<file path="src/rtl/pmc_regbank_pkg.sv">
package pmc_regbank_pkg;

    localparam int ADDR_W  = 7;
    localparam int DATA_W  = 32;
    localparam int WAKE_N  = 6;
    localparam int RREQ_N  = 2;
    localparam int FAULT_N = 3;
    localparam int CTRL_W  = 9;

    localparam logic [ADDR_W-1:0] OFS_IRQ_STATE  = 7'h00;
    localparam logic [ADDR_W-1:0] OFS_IRQ_ENABLE = 7'h04;
    localparam logic [ADDR_W-1:0] OFS_IRQ_FORCE  = 7'h08;
    localparam logic [ADDR_W-1:0] OFS_CTRL_LOCK  = 7'h10;
    localparam logic [ADDR_W-1:0] OFS_CTRL       = 7'h14;
    localparam logic [ADDR_W-1:0] OFS_WAKE_LOCK  = 7'h1C;
    localparam logic [ADDR_W-1:0] OFS_WAKE_MASK  = 7'h20;
    localparam logic [ADDR_W-1:0] OFS_WAKE_STAT  = 7'h24;
    localparam logic [ADDR_W-1:0] OFS_RREQ_LOCK  = 7'h28;
    localparam logic [ADDR_W-1:0] OFS_RREQ_MASK  = 7'h2C;
    localparam logic [ADDR_W-1:0] OFS_RREQ_STAT  = 7'h30;
    localparam logic [ADDR_W-1:0] OFS_FAULT      = 7'h40;

    localparam logic [DATA_W-1:0] CTRL_WMASK = 32'h0000_01F1;
    localparam logic [CTRL_W-1:0] CTRL_RESET = 9'h180;

    typedef struct packed {
        logic       main_pwr_up;
        logic       usb_clk_active;
        logic       usb_clk_sleep;
        logic       io_clk_sleep;
        logic       core_clk_sleep;
        logic [2:0] unused_zero;
        logic       sleep_hint;
    } ctrl_word_t;

    typedef struct packed {
        logic              we;
        logic [ADDR_W-1:0] addr;
        logic [DATA_W-1:0] wdata;
    } bus_wr_t;

    function automatic logic wr_hit(bus_wr_t b, logic [ADDR_W-1:0] ofs);
        return b.we && (b.addr == ofs);
    endfunction

    function automatic logic [DATA_W-1:0] zext_field(logic [DATA_W-1:0] v, int width);
        logic [DATA_W-1:0] m;
        m = (DATA_W'(1) << width) - DATA_W'(1);
        return v & m;
    endfunction

endpackage

</file>
<file path="src/rtl/pmc_irq_unit.sv">
module pmc_irq_unit (
    input  logic clk,
    input  logic rst,
    input  logic hw_set,
    input  logic wr_state,
    input  logic wr_enable,
    input  logic wr_force,
    input  logic wbit,
    output logic state_q,
    output logic enable_q,
    output logic irq
);
    always_ff @(posedge clk) begin
        if (rst) begin
            state_q  <= 1'b0;
            enable_q <= 1'b0;
        end else begin
            if (wr_enable) enable_q <= wbit;
            state_q <= hw_set | (wr_force & wbit) | (state_q & ~(wr_state & wbit));
        end
    end

    assign irq = state_q & enable_q;
endmodule

</file>
<file path="src/rtl/pmc_ctrl_unit.sv">
module pmc_ctrl_unit
    import pmc_regbank_pkg::*;
(
    input  logic              clk,
    input  logic              rst,
    input  logic              lp_entry,
    input  logic              active_return,
    input  logic              reset_valid,
    input  logic              wr_ctrl,
    input  logic [CTRL_W-1:0] wr_val,
    output logic              lock_q,
    output ctrl_word_t        ctrl_q
);
    ctrl_word_t ctrl_d;

    always_comb begin
        ctrl_d = ctrl_q;
        if (wr_ctrl && lock_q) ctrl_d = ctrl_word_t'(wr_val);
        ctrl_d.unused_zero = '0;
        if (lp_entry || reset_valid) ctrl_d.sleep_hint = 1'b0;
    end

    always_ff @(posedge clk) begin
        if (rst) begin
            lock_q <= 1'b1;
            ctrl_q <= ctrl_word_t'(CTRL_RESET);
        end else begin
            if (lp_entry)           lock_q <= 1'b0;
            else if (active_return) lock_q <= 1'b1;
            ctrl_q <= ctrl_d;
        end
    end
endmodule

</file>
<file path="src/rtl/pmc_lock_mask.sv">
module pmc_lock_mask #(
    parameter int W = 6
) (
    input  logic         clk,
    input  logic         rst,
    input  logic         lock_wr,
    input  logic         lock_bit,
    input  logic         mask_wr,
    input  logic [W-1:0] mask_val,
    input  logic [W-1:0] raw,
    output logic         open_q,
    output logic [W-1:0] mask_q,
    output logic [W-1:0] status
);
    always_ff @(posedge clk) begin
        if (rst) begin
            open_q <= 1'b1;
            mask_q <= '0;
        end else begin
            if (lock_wr && !lock_bit) open_q <= 1'b0;
            if (mask_wr && open_q)    mask_q <= mask_val;
        end
    end

    assign status = raw & mask_q;
endmodule

</file>
<file path="src/rtl/pmc_regbank.sv">
module pmc_regbank
    import pmc_regbank_pkg::*;
#(
    parameter int N_WAKE  = WAKE_N,
    parameter int N_RREQ  = RREQ_N,
    parameter int N_FAULT = FAULT_N
) (
    input  logic              clk,
    input  logic              rst,
    input  logic [ADDR_W-1:0] bus_addr,
    input  logic              bus_we,
    input  logic [DATA_W-1:0] bus_wdata,
    output logic [DATA_W-1:0] bus_rdata,
    input  logic              ev_lp_entry,
    input  logic              ev_active_return,
    input  logic              ev_reset_valid,
    input  logic [N_WAKE-1:0] raw_wake,
    input  logic [N_RREQ-1:0] raw_reset,
    input  logic [N_FAULT-1:0] fault_in,
    output logic              irq_wakeup,
    output logic [CTRL_W-1:0] cfg_control,
    output logic [N_WAKE-1:0] cfg_wake_mask,
    output logic [N_RREQ-1:0] cfg_reset_mask
);
    bus_wr_t             wr;
    logic                intr_state, intr_enable;
    logic                ctrl_lock, wake_lock, reset_lock;
    ctrl_word_t          ctrl_q;
    logic [N_WAKE-1:0]   wake_stat;
    logic [N_RREQ-1:0]   rreq_stat;
    logic [N_FAULT-1:0]  fault_q;
    logic [DATA_W-1:0]   wd_ctrl, wd_wake, wd_rreq;

    assign wr      = '{we: bus_we, addr: bus_addr, wdata: bus_wdata};
    assign wd_ctrl = wr.wdata & CTRL_WMASK;
    assign wd_wake = zext_field(wr.wdata, N_WAKE);
    assign wd_rreq = zext_field(wr.wdata, N_RREQ);

    pmc_irq_unit u_irq (
        .clk       (clk),
        .rst       (rst),
        .hw_set    (ev_active_return),
        .wr_state  (wr_hit(wr, OFS_IRQ_STATE)),
        .wr_enable (wr_hit(wr, OFS_IRQ_ENABLE)),
        .wr_force  (wr_hit(wr, OFS_IRQ_FORCE)),
        .wbit      (wr.wdata[0]),
        .state_q   (intr_state),
        .enable_q  (intr_enable),
        .irq       (irq_wakeup)
    );

    pmc_ctrl_unit u_ctrl (
        .clk           (clk),
        .rst           (rst),
        .lp_entry      (ev_lp_entry),
        .active_return (ev_active_return),
        .reset_valid   (ev_reset_valid),
        .wr_ctrl       (wr_hit(wr, OFS_CTRL)),
        .wr_val        (wd_ctrl[CTRL_W-1:0]),
        .lock_q        (ctrl_lock),
        .ctrl_q        (ctrl_q)
    );

    pmc_lock_mask #(.W(N_WAKE)) u_wake (
        .clk      (clk),
        .rst      (rst),
        .lock_wr  (wr_hit(wr, OFS_WAKE_LOCK)),
        .lock_bit (wr.wdata[0]),
        .mask_wr  (wr_hit(wr, OFS_WAKE_MASK)),
        .mask_val (wd_wake[N_WAKE-1:0]),
        .raw      (raw_wake),
        .open_q   (wake_lock),
        .mask_q   (cfg_wake_mask),
        .status   (wake_stat)
    );

    pmc_lock_mask #(.W(N_RREQ)) u_rreq (
        .clk      (clk),
        .rst      (rst),
        .lock_wr  (wr_hit(wr, OFS_RREQ_LOCK)),
        .lock_bit (wr.wdata[0]),
        .mask_wr  (wr_hit(wr, OFS_RREQ_MASK)),
        .mask_val (wd_rreq[N_RREQ-1:0]),
        .raw      (raw_reset),
        .open_q   (reset_lock),
        .mask_q   (cfg_reset_mask),
        .status   (rreq_stat)
    );

    for (genvar i = 0; i < N_FAULT; i++) begin : g_fault
        always_ff @(posedge clk) begin
            if (rst)              fault_q[i] <= 1'b0;
            else if (fault_in[i]) fault_q[i] <= 1'b1;
        end
    end

    assign cfg_control = ctrl_q;

    always_comb begin
        bus_rdata = '0;
        unique case (bus_addr)
            OFS_IRQ_STATE:  bus_rdata[0] = intr_state;
            OFS_IRQ_ENABLE: bus_rdata[0] = intr_enable;
            OFS_CTRL_LOCK:  bus_rdata[0] = ctrl_lock;
            OFS_CTRL:       bus_rdata[CTRL_W-1:0] = ctrl_q;
            OFS_WAKE_LOCK:  bus_rdata[0] = wake_lock;
            OFS_WAKE_MASK:  bus_rdata[N_WAKE-1:0] = cfg_wake_mask;
            OFS_WAKE_STAT:  bus_rdata[N_WAKE-1:0] = wake_stat;
            OFS_RREQ_LOCK:  bus_rdata[0] = reset_lock;
            OFS_RREQ_MASK:  bus_rdata[N_RREQ-1:0] = cfg_reset_mask;
            OFS_RREQ_STAT:  bus_rdata[N_RREQ-1:0] = rreq_stat;
            OFS_FAULT:      bus_rdata[N_FAULT-1:0] = fault_q;
            default:        bus_rdata = '0;
        endcase
    end
endmodule

</file>
<file path="config.mk">
export PLATFORM = sky130hd
export DESIGN_NAME = pmc_regbank
export DESIGN_NICKNAME = d
export VERILOG_FILES = /design/src/rtl/pmc_regbank_pkg.sv /design/src/rtl/pmc_irq_unit.sv /design/src/rtl/pmc_ctrl_unit.sv /design/src/rtl/pmc_lock_mask.sv /design/src/rtl/pmc_regbank.sv
export SDC_FILE = /design/constraint.sdc
export NUM_CORES = 1
export LEC_CHECK = 0
export BUFFER_PORTS_ARGS = -buffer_cell sky130_fd_sc_hd__buf_2
export CAP_MARGIN = 20
export CORE_UTILIZATION = 28
export CTS_BUF_LIST = sky130_fd_sc_hd__clkbuf_8
export CTS_CLUSTER_DIAMETER = 60
export CTS_CLUSTER_SIZE = 40
export DETAILED_ROUTE_END_ITERATION = 10
export PLACE_DENSITY = 0.67
export SYNTH_ARGS = -nofsm -noshare
export SYNTH_HDL_FRONTEND = slang
export SYNTH_SLANG_ARGS = --single-unit
</file>
<file path="constraint.sdc">
create_clock -name clk -period 1.5 [get_ports clk]
set_input_delay 0.15 -clock clk [delete_from_list [all_inputs] [get_ports clk]]
set_output_delay 0.15 -clock clk [all_outputs]
set_load 0.02 [all_outputs]
</file>
# Yosys cells after proc, flatten, opt, wreduce, memory -nomap -nowiden

Index checks and enable logic that the tools add are counted.

Eq/ne operators: 11
Mux-type cells: 7
Bitwise logic cells: 9
Reduce and logical (&&, ||, !) cells: 18

Operators by type and width:

| cell                                          | number |
|---|---|
| == test 7 x 6 -> 1 bit, second input constant | 5 |
| == test 7 x 5 -> 1 bit, second input constant | 3 |
| logical AND 1 bit                             | 13 |
| case mux 1 bit (11 select lines)              | 1 |
| case mux 3 bit (3 select lines)               | 1 |
| == test 7 x 3 -> 1 bit, second input constant | 1 |
| == test 7 x 4 -> 1 bit, second input constant | 1 |
| == test 7 bit, second input constant          | 1 |
| logical NOT 7 bit                             | 1 |
| bitwise AND 6 bit                             | 1 |
| case mux 1 bit (6 select lines)               | 1 |
| bitwise AND 1 bit                             | 4 |
| case mux 1 bit (4 select lines)               | 1 |
| 2-to-1 mux 3 bit                              | 1 |
| bitwise AND 2 bit                             | 1 |
| 2-to-1 mux 1 bit                              | 2 |
| bitwise OR 1 bit                              | 2 |
| nonzero test 2 bit                            | 1 |
| OR reduction 2 bit                            | 1 |
| logical NOT 1 bit                             | 1 |
| logical OR 1 bit                              | 1 |
| inverter 1 bit                                | 1 |

Flip-flop bits (word level): 22
Bits of input ports: 56
Output and inout bits: 50

# Depth between registers and ports, before layout

Word-level depth: 6
Depth in mapped cells: 6
Mapped depth without buffers: 4

# By module

A second synthesis with hierarchy kept.

Cell total of the unflattened synthesis: 193
Area, all modules: 1577.8 µm²

Modules (own cells, without submodules):

| module                 | instances | cells each | area an instance (µm²) | sequential area each (µm²) |
|---|---|---|---|---|
| pmc_regbank            | 1         | 105        | 703.2                  | 60.1 |
| pmc_lock_mask (u_wake) | 1         | 35         | 334.1                  | 140.1 |
| pmc_ctrl_unit          | 1         | 32         | 329.1                  | 140.1 |
| pmc_lock_mask (u_rreq) | 1         | 13         | 126.4                  | 60.1 |
| pmc_irq_unit           | 1         | 8          | 85.1                   | 40.0 |

# Least setup slack after synthesis

No wires, ideal clock.

Path type: input to output
From: input bus_addr[5]
To: output bus_rdata[0]
Arrival time: 1.253 ns
Slack: 0.097 ns
Stages: 5
Cell sequence: buf_4 -> nor4_4 -> and3b_1 -> a31oi_1 -> nand4_1

Word-level cells in the longest chain between the ends: 2

RTL lines:

| what                                  | RTL line           | source |
|---|---|---|
| start: declaration                    | pmc_regbank.sv:10  | `input logic [ADDR_W-1:0] bus_addr,` |
| == test 7 bit (tied with other cells) | pmc_regbank.sv:101 | `unique case (bus_addr)` |
| case mux 1 bit (11 select lines) (*)  | pmc_regbank.sv:101 |  |
| end: declaration                      | pmc_regbank.sv:13  | `output logic [DATA_W-1:0] bus_rdata,` |

Mark *: on every way between the ends. The rest lies on a longest branch, timed or not.

# Worst setup path after layout

From: input bus_addr[6]
To: output bus_rdata[1]

Word-level cells in the longest chain between the ends: 2

RTL lines:

| what                                  | RTL line |
|---|---|
| == test 7 bit (tied with other cells) | pmc_regbank.sv:101 |
| case mux 1 bit (6 select lines) (*)   | pmc_regbank.sv:101 |

Marked as above.

==> metrics list <==
- Sum of routed wire segments on met1: roughly 1.6 mm
- Die boundary width: 72.68 µm
- The worst setup path is launched from an input pin.
- After detailed routing, the number of vias per cell comes to 4.453.
- At the worst endpoint, the required time is around 1.4 ns.
* Max-slew violations: 0
- Synthesized area: 1399 µm²
- From bottom edge to top edge, the die measures 72.68 µm.
- Leading cell types in the layout, fill and taps excluded: 44 x sky130_fd_sc_hd__buf_2, 26 x sky130_fd_sc_hd__conb_1, 23 x sky130_fd_sc_hd__nor2_1, 21 x sky130_fd_sc_hd__dfxtp_1, 16 x sky130_fd_sc_hd__buf_4
- The library cell used most frequently in the layout, excluding fill and tap cells, is sky130_fd_sc_hd__buf_2.
* Fmax: 0.6208 GHz
* Critical path type: in2out
* Clock insertion delay at the later pin of the skew report: 0.26 ns
- GPL Wtd Cong: 0.8259
* CTS max path bufs: 2
- Critical Path Sink Type: output pin
* Highest net fanout along the worst path: 5
- # placed instances: 293
- After clock tree synthesis, the clock-pin slew on the worst setup and hold paths is 0.07 ns.
- Number of library cell types mapped by synthesis: 41
- The die covers about 5300 µm².
- Timing analysis after detailed placement gives a worst setup slack of -0.1496 ns.
* CTS buffer count: 3
- Number of antenna violations at the first check in global routing: 0
- Compared with the post-synthesis result, the final layout area differs by 36.31%.
- Post-route antenna net violation count: 0
- Across the VDD grid, the largest voltage drop is 348.2 µV.
- Pwr dens: about 630 nW/µm²
* Max-cap violations: 0
- Core region area: 4755 µm²
- Clk sinks: 22
- In the detailed route, the total length drawn on met3 is 178 µm.
- In the post-route analysis, the smallest setup slack over all paths is -0.1107 ns.
* Status: complete, but fails checks
- Layout cell share with drive strength beyond 1: between 40 and 50%
* Sequential area share after synthesis: 31.48%
- A synthesized cell averages 8.635 µm².
- Pre-antenna DRT Iters: 4
- Vias in the first global route: between 1000 and 1500
- Remaining global-route overflow: 0
* Number of standard cells after synthesis: roughly 160
* Violations in the final reports: negative setup slack
- In this run, the number of DRC markers left after iteration 0 of detailed routing was 30.
- Routed wl met2: 1.630 mm
- Setup violations remaining at the end of the flow were counted as 6.
- Starting Density: between 20 and 30%
* Port Buffers: 56
- The finished layout holds 298 standard cells, fillers aside.
- Total number of placement rows: 25
- Share of the cycle needed by the critical path after routing: 107.4%
- The worst hold path belongs to the class in2reg.
* Highest metal layer with signal wires: met4
* Vias post-DR: around 1300
- Crit path arrival time: 1.46 ns
- Buffers inserted to repair hold after CTS numbered 0.
- TritonCTS built the clock tree.
- HPWL Detailed: 2.629 mm
- IO Pins: 106
* RSZ-0062 raised after global routing: yes
- Synth warn: 0
- Wire per inst: ~12 µm
* Largest net degree at the start of global routing: 25
* H-tree depth: 1
- Final worst path period need: 1.611 ns
- The final hold violation count is 0.
- Antenna Diode Count: 0
* Number of nets in the layout: approximately 290
- Total of flip-flops plus latches after synthesis: 22
* Global-route wire length before repair: around 5.3 mm
- CTS placed an instance of sky130_fd_sc_hd__clkbuf_8 at the clock tree root.
- The analysis attributes to cell leakage a power of 0.001020 µW.
- Aggregate routed wire length: 3.465 mm
- DR DRC count: 0
- Combined global-route utilization of all metal layers: 12.93%
- Between clock sinks in the finished design, the worst skew comes to about 0.0045 ns.
critical path, cell delays in order:
cell and delay [ns]:
sky130_fd_sc_hd__buf_6 0.09, sky130_fd_sc_hd__or4b_4 0.55, sky130_fd_sc_hd__nor3_4 0.29, sky130_fd_sc_hd__o211ai_1 0.14, sky130_fd_sc_hd__nand3_1 0.12, sky130_fd_sc_hd__buf_6 0.12
cell type report:
class / count / area, µm²
fill: 497 / 2848
sequential: 22 / 441.7
tap: 67 / 83.83
clock buffer: 3 / 41.29
inverter: 2 / 7.507
multi-input combinational: 130 / 834.6
timing repair buffer: 74 / 498.0
report_power, final:
group | total [µW] | internal, µW | leakage [µW] | switching, µW
registers | 600 | 594 | 0.000180 | 5.90
clock network | 363 | 179 | 0.0000216 | 184
logic | 231 | 85.9 | 0.000819 | 145
through the flow:
| step | util, % | hold slack (ns) | total power (µW) | TNS, ns | cell area, µm² |
|---|---|---|---|---|---|
| after global routing | 40.11 | 0.05285 | 1253 | -0.8448 | 1907 |
| after floorplan | - | 0.2281 | 792.6 | 0 | 1493 |
| after detailed placement | 36.82 | 0.3207 | 830.8 | -0.8205 | 1750 |
| after global placement | 36.82 | 0.3181 | 828.1 | -0.6188 | 1750 |
| final | 40.11 | 0.05131 | 1194 | -0.4675 | 1907 |
| after CTS | 39.50 | 0.04062 | 1204 | -0.5099 | 1878 |
final timing paths:
check / to / from / cells past startpoint / slack, ns
setup reg to reg: u_ctrl.ctrl_q[0] / u_ctrl.lock_q / 4 / 0.30
setup / recovery: bus_rdata[1] / bus_addr[6] / 6 / -0.11
hold reg to reg: fault_q[2] / fault_q[2] / 2 / 0.48
hold / removal: u_ctrl.ctrl_q[0] / ev_reset_valid / 2 / 0.05
flip-flops by register name (all words and copies together), names as in the netlist:
name            count
u_wake.open_q       1
u_rreq.open_q       1
u_ctrl.ctrl_q       6
u_ctrl.lock_q       1
u_wake.mask_q       6
u_irq.state_q       1
u_irq.enable_q      1
fault_q             3
u_rreq.mask_q       2
per-layer routing:
layer  GRT usage, %  up-vias
met5              0        -
met4          5.011        0
met3          1.657        4
met2          21.18       56
met1          17.27      608
li1               -      659
timing repair:
| action | in CTS | in global routing |
|---|---|---|
| endpoints found under the setup margin | 9 | 9 |
| resized for setup | 23 | 5 |
| setup buffers | 1 | 1 |
| pin swaps | 8 | 6 |
synthesized netlist by cell type (all sizes together):
cell / instances / area share, %
a21o: 2 / 1.1
nor2b: 3 / 1.3
inv: 2 / 0.54
o211ai: 4 / 2.1
conb: 1 / 0.27
nand3: 5 / 1.8
nand2: 8 / 2.1
mux2i: 15 / 11
nor3: 5 / 2.6
clkbuf: 4 / 1.1
nor4: 3 / 2.9
a31oi: 1 / 0.45
nor2: 23 / 6.2
nand3b: 1 / 0.54
a211oi: 1 / 0.54
a21oi: 3 / 1.1
nand4b: 2 / 1.3
o211a: 1 / 0.72
and2b: 1 / 0.54
o22ai: 2 / 0.89
nand4: 7 / 4.7
and3: 6 / 2.9
and3b: 1 / 0.63
and4bb: 1 / 0.89
and2: 2 / 0.89
and4b: 2 / 1.4
o21bai: 1 / 0.54
o31ai: 1 / 0.54
dfxtp: 22 / 31
or2: 1 / 0.45
buf: 29 / 15
or4b: 1 / 0.98
mux2: 1 / 0.80
cell families (layout without fill, tap and decap cells):
| family | count (synthesis) | in the layout | share of synthesized area (%) |
|---|---|---|---|
| compound gates | 16 | 16 | 7.961 |
| buf+inv | 35 | 79 | 16.73 |
| flops | 22 | 22 | 31.48 |
| mux | 16 | 16 | 11.54 |
| other cells | 1 | 26 | 0.2681 |
| simple gates | 72 | 72 | 32.02 |
Note: power is estimated with default switching activity, not from simulation.
